`config.mk`:
```
export PLATFORM = sky130hd
export DESIGN_NAME = tc_spi_reader
export DESIGN_NICKNAME = d
export VERILOG_FILES = /design/src/rtl/tc_pkg.sv /design/src/rtl/tc_sclk_gen.sv /design/src/rtl/tc_rx_shift.sv /design/src/rtl/tc_frac_decode.sv /design/src/rtl/tc_spi_reader.sv
export SDC_FILE = /design/constraint.sdc
export NUM_CORES = 1
export LEC_CHECK = 0
export CORE_MARGIN = 3
export CORE_UTILIZATION = 53
export DETAILED_ROUTE_END_ITERATION = 10
export PLACE_DENSITY = 0.85
export REMOVE_ABC_BUFFERS = 1
export SYNTH_ARGS = -nofsm -noshare
export SYNTH_HDL_FRONTEND = slang
export SYNTH_HIERARCHICAL = 1
export SYNTH_SLANG_ARGS = --single-unit
```
`constraint.sdc`:
```
create_clock -name clk -period 1.7 [get_ports clk]
set_input_delay 0.34 -clock clk [delete_from_list [all_inputs] [get_ports clk]]
set_output_delay 0.34 -clock clk [all_outputs]
set_load 0.005 [all_outputs]
```
`src/rtl/tc_pkg.sv`:
```
package tc_pkg;
  typedef enum logic [0:0] {
    ST_IDLE = 1'b0,
    ST_XFER = 1'b1
  } tc_state_e;

  localparam int unsigned FRAC_STEP = 25;
endpackage

```
`src/rtl/tc_sclk_gen.sv`:
```
// Half-period tick generator for the serial clock.
module tc_sclk_gen #(
  parameter int HALF_DIV = 4
) (
  input  logic clk,
  input  logic rst,
  input  logic run,
  output logic tick
);
  localparam int CW = (HALF_DIV > 1) ? $clog2(HALF_DIV) : 1;
  localparam logic [CW-1:0] LAST = CW'(HALF_DIV - 1);

  logic [CW-1:0] cnt_q;

  always_ff @(posedge clk) begin
    if (rst || !run) begin
      cnt_q <= '0;
    end else if (cnt_q == LAST) begin
      cnt_q <= '0;
    end else begin
      cnt_q <= cnt_q + 1'b1;
    end
  end

  assign tick = run && (cnt_q == LAST);
endmodule

```
`src/rtl/tc_rx_shift.sv`:
```
// MSB-first receive shift register.
module tc_rx_shift #(
  parameter int WIDTH = 16
) (
  input  logic             clk,
  input  logic             rst,
  input  logic             shift_en,
  input  logic             din,
  output logic [WIDTH-1:0] data
);
  always_ff @(posedge clk) begin
    if (rst) begin
      data <= '0;
    end else if (shift_en) begin
      data <= {data[WIDTH-2:0], din};
    end
  end
endmodule

```
`src/rtl/tc_frac_decode.sv`:
```
// Two fractional bits to a hundredths code.
module tc_frac_decode #(
  parameter int FRAC_W = 7
) (
  input  logic [1:0]        bits,
  output logic [FRAC_W-1:0] code
);
  localparam logic [FRAC_W-1:0] STEP = FRAC_W'(tc_pkg::FRAC_STEP);

  always_comb begin
    code = FRAC_W'(bits) * STEP;
  end
endmodule

```
`src/rtl/tc_spi_reader.sv`:
```
module tc_spi_reader #(
  parameter int HALF_DIV   = 4,
  parameter int FRAME_BITS = 16,
  parameter int INT_HI_W   = 4,
  parameter int INT_LO_W   = 8,
  parameter int FRAC_W     = 7
) (
  input  logic                clk,
  input  logic                rst,
  input  logic                start_i,
  input  logic                bus_busy_i,
  input  logic                miso_i,
  output logic                cs_n_o,
  output logic                sclk_o,
  output logic                mosi_o,
  output logic                busy_o,
  output logic [INT_HI_W-1:0] temp_hi_o,
  output logic [INT_LO_W-1:0] temp_lo_o,
  output logic [FRAC_W-1:0]   frac_o,
  output logic                ready_o
);
  import tc_pkg::*;

  localparam int EDGE_END = 2 * FRAME_BITS;
  localparam int EW       = $clog2(EDGE_END + 1);
  localparam int HI_TOP   = FRAME_BITS - 1;
  localparam int LO_TOP   = HI_TOP - INT_HI_W;
  localparam int FR_TOP   = LO_TOP - INT_LO_W;

  tc_state_e           state_q;
  logic [EW-1:0]       edge_q;
  logic                sclk_q;
  logic                cs_n_q;
  logic                ready_q;
  logic [INT_HI_W-1:0] hi_q;
  logic [INT_LO_W-1:0] lo_q;
  logic [FRAC_W-1:0]   frac_q;

  logic                  run;
  logic                  tick;
  logic                  shift_en;
  logic [FRAME_BITS-1:0] rx;
  logic [FRAC_W-1:0]     frac_dec;

  assign run      = (state_q == ST_XFER);
  assign shift_en = tick && !edge_q[0] && (edge_q < EW'(EDGE_END));

  tc_sclk_gen #(.HALF_DIV(HALF_DIV)) sclk_gen_i (
    .clk  (clk),
    .rst  (rst),
    .run  (run),
    .tick (tick)
  );

  tc_rx_shift #(.WIDTH(FRAME_BITS)) rx_i (
    .clk      (clk),
    .rst      (rst),
    .shift_en (shift_en),
    .din      (miso_i),
    .data     (rx)
  );

  tc_frac_decode #(.FRAC_W(FRAC_W)) frac_i (
    .bits (rx[FR_TOP -: 2]),
    .code (frac_dec)
  );

  always_ff @(posedge clk) begin
    if (rst) begin
      state_q <= ST_IDLE;
      edge_q  <= '0;
      sclk_q  <= 1'b0;
      cs_n_q  <= 1'b1;
      ready_q <= 1'b0;
      hi_q    <= '0;
      lo_q    <= '0;
      frac_q  <= '0;
    end else begin
      ready_q <= 1'b0;
      case (state_q)
        ST_IDLE: begin
          if (start_i && !bus_busy_i) begin
            state_q <= ST_XFER;
            cs_n_q  <= 1'b0;
            edge_q  <= '0;
            sclk_q  <= 1'b0;
          end
        end
        ST_XFER: begin
          if (tick) begin
            if (edge_q == EW'(EDGE_END)) begin
              state_q <= ST_IDLE;
              cs_n_q  <= 1'b1;
              ready_q <= 1'b1;
              hi_q    <= rx[HI_TOP -: INT_HI_W];
              lo_q    <= rx[LO_TOP -: INT_LO_W];
              frac_q  <= frac_dec;
            end else begin
              edge_q <= edge_q + 1'b1;
              sclk_q <= ~edge_q[0];
            end
          end
        end
        default: state_q <= ST_IDLE;
      endcase
    end
  end

  assign cs_n_o    = cs_n_q;
  assign sclk_o    = sclk_q;
  assign mosi_o    = 1'b0;
  assign busy_o    = run;
  assign temp_hi_o = hi_q;
  assign temp_lo_o = lo_q;
  assign frac_o    = frac_q;
  assign ready_o   = ready_q;
endmodule

```
==> impl_metrics.json <==
{
  "area_growth_pct": 22.9,
  "final_nets": 244,
  "ys_warn_count": 6,
  "synth-seq-cells": 46,
  "first_pass_iters": 4,
  "fin_util_pct": 70.6,
  "rows": 21,
  "power_mw": 1.96,
  "drc": 0,
  "timing.hold.ws_ps": 426,
  "async_reset_ff_share_pct": 0,
  "wire_per_inst_um": 15.3,
  "hold_class": "register to register",
  "hp-start": "sclk_gen_i/cnt_q[0]$_SDFF_PP0_",
  "vias": 1635,
  "min_period_ps": 1690,
  "holdBufCountCts": 0,
  "reg2reg_from": "sclk_gen_i/cnt_q[0]$_SDFF_PP0_",
  "final_cell_mix": "dfxtp_1, clkdlybuf4s50_1, a21oi_1",
  "clkTransAtPathRegs_ps": 80,
  "whs_path_depth": 1,
  "cts_tree": "done",
  "fin_cells": 282,
  "dp.cells": 273,
  "power_density_nw_per_um2": 794,
  "hpwl_um": 2770,
  "synth_fa_ha_area_share_pct": 2.49,
  "criticalPathCategory": "register to register",
  "synth_simple_gate_area_share_pct": 19.8,
  "finalCritPeriodShare_pct": 99.2,
  "crit_start": "sclk_gen_i/cnt_q[0]$_SDFF_PP0_",
  "slew_viol_final": 0,
  "timing.fmax_ghz": 0.593,
  "synth_enable_flop_cells": 0,
  "syn_area_um2": 2010,
  "dieWidth_um": 67.6,
  "setup_viol": 0,
  "synth_top_family_by_area": "simple AND/OR/NAND/NOR gates",
  "muxShareOfSynthArea_pct": 9.47,
  "syn_inst": 210,
  "cp.required_ps": 1900,
  "clock_skew_ps": 6.72,
  "grt_pass1_vias": 1519,
  "grt_pass1_wl_um": 7020,
  "wl_um": 4310,
  "track_usage_pct": 20.6,
  "cp-start-kind": "register",
  "grt_max_degree": 26,
  "die_area_um2": 4560,
  "leakage_nw": 0.828,
  "final_common_cell": "dfxtp_1",
  "io_buffers": 27,
  "coreArea_um2": 3490,
  "n_antenna_cell": 0,
  "synthXorXnorAreaFrac_pct": 0,
  "drtIter0Drc": 121,
  "ant_nets": 0,
  "syn_area_per_cell_um2": 9.56,
  "overflow": 0,
  "path_max_fanout": 8,
  "clk_latency_ps": 300,
  "cts.sinks": 46,
  "synth_compound_area_share_pct": 13.5,
  "ios": 29,
  "antenna_found_initial": 0,
  "place.gp.congestion": 0.762,
  "crit_path_end_kind": "register",
  "cap_violations": 0,
  "synth.distinct_cells": 34,
  "ctsLongestPathBuffers": 2,
  "reg2regPathDepth": 6,
  "initial_core_util_pct": 57.5,
  "final-hold-violation-count": 0,
  "cts_root_buf": "clkbuf_8",
  "cts_buffers": 5,
  "crit_arrival_ps": 1890,
  "ir_drop_v": 0.000638,
  "pre_cts_slack_ps": -125,
  "die_y_um": 67.6,
  "yosys_most_used_dff": "dfxtp_1",
  "yosysSeqAreaShare_pct": 45.9,
  "status": "finished clean",
  "layout-drive-gt1-share_pct": 14.4,
  "htree_num_levels": 2,
  "drt-vias-per-instance": 5.80,
  "setup_ws_ps": 13.0
}
-- routing by layer --
layer / routed length [um] / up-vias / global-route usage, % / share of wire [%]
met5: 0 / - / 0 / 0
met4: 114 / 0 / 11.4 / 2.6
met3: 149 / 11 / 3.99 / 3.5
met2: 2070 / 38 / 31.1 / 48
met1: 1980 / 783 / 27.5 / 46
li1: - / 803 / - / -
-- registers in the layout, indices dropped and copies added (netlist names) --
register	count
rx_i/data	16
temp_lo_o	8
frac_o	7
edge_q	6
temp_hi_o	4
sclk_gen_i/cnt_q	2
busy_o	1
cs_n_o	1
ready_o	1
-- logic make-up after synthesis --
| family | Yosys count |
|---|---|
| other cells | 2 |
| fa+ha+maj | 4 |
| simple gates | 63 |
| compound gates | 49 |
| buf+inv | 27 |
| flops | 46 |
| mux | 19 |
-- power by group --
part	total, mW	internal, mW	switching [mW]
clock	0.808	0.439	0.370
combinational	0.0656	0.0330	0.0326
sequential	1.08	1.08	0.00381
total	1.96	1.55	0.406
-- synth_stat cells, types with 2 or more instances --
cell / number / share of area, %
a211o_1: 2 / 0.87
a21oi_1: 25 / 6.2
and2_1: 2 / 0.62
buf_2: 4 / 1.0
buf_4: 5 / 1.9
buf_6: 4 / 2.2
clkbuf_1: 8 / 1.5
conb_1: 2 / 0.37
dfxtp_1: 46 / 46
ha_1: 4 / 2.5
inv_1: 4 / 0.75
mux2i_1: 19 / 9.5
nand2_1: 2 / 0.37
nand3_1: 5 / 1.2
nand3b_1: 3 / 1.1
nand4_1: 20 / 6.2
nor2_1: 17 / 3.2
nor4b_2: 2 / 1.5
o21ai_1: 19 / 4.7
or3b_1: 3 / 1.3
-- worst paths after layout --
| path | end | slack, ps |
|---|---|---|
| worst max-delay path | rx_i/data[7]$_SDFFE_PP0P_ | 10 |
| worst min-delay path | sclk_gen_i/cnt_q[0]$_SDFF_PP0_ | 430 |
| worst max register to register | rx_i/data[7]$_SDFFE_PP0P_ | 10 |
| worst min register to register | sclk_gen_i/cnt_q[0]$_SDFF_PP0_ | 430 |
-- final cells by class --
cell class,instances,area (um2)
Clock inverter,2,37.5
Tap cell,46,57.6
Inverter,4,15.0
Sequential cell,46,923
Timing Repair Buffer,41,430
Clock buffer,6,72.6
Multi-Input combinational cell,137,931
Fill cell,248,1030
-- timing repair --
item | CTS | global route
gates resized for setup | 1 | 4
setup buffers | 0 | 0
endpoints found under the setup margin | 1 | 21
gates cloned | 0 | 1
-- stage by stage --
stage | area, um2 | setup TNS, ps
detailed placement | 2320 | -224
floorplan | 1850 | -20240
global route | 2470 | -333
finish | 2470 | 0
CTS | 2430 | 0
global placement | 2320 | -76.3
-- worst max-delay path: stages, from the launching register on --
cell	delay, ps
dfxtp_2	350
ha_2	200
and2_2	210
nor3b_4	330
clkbuf_16	230
mux2i_1	210
nor2_1	60
Note: power is estimated with default switching activity, not from simulation.
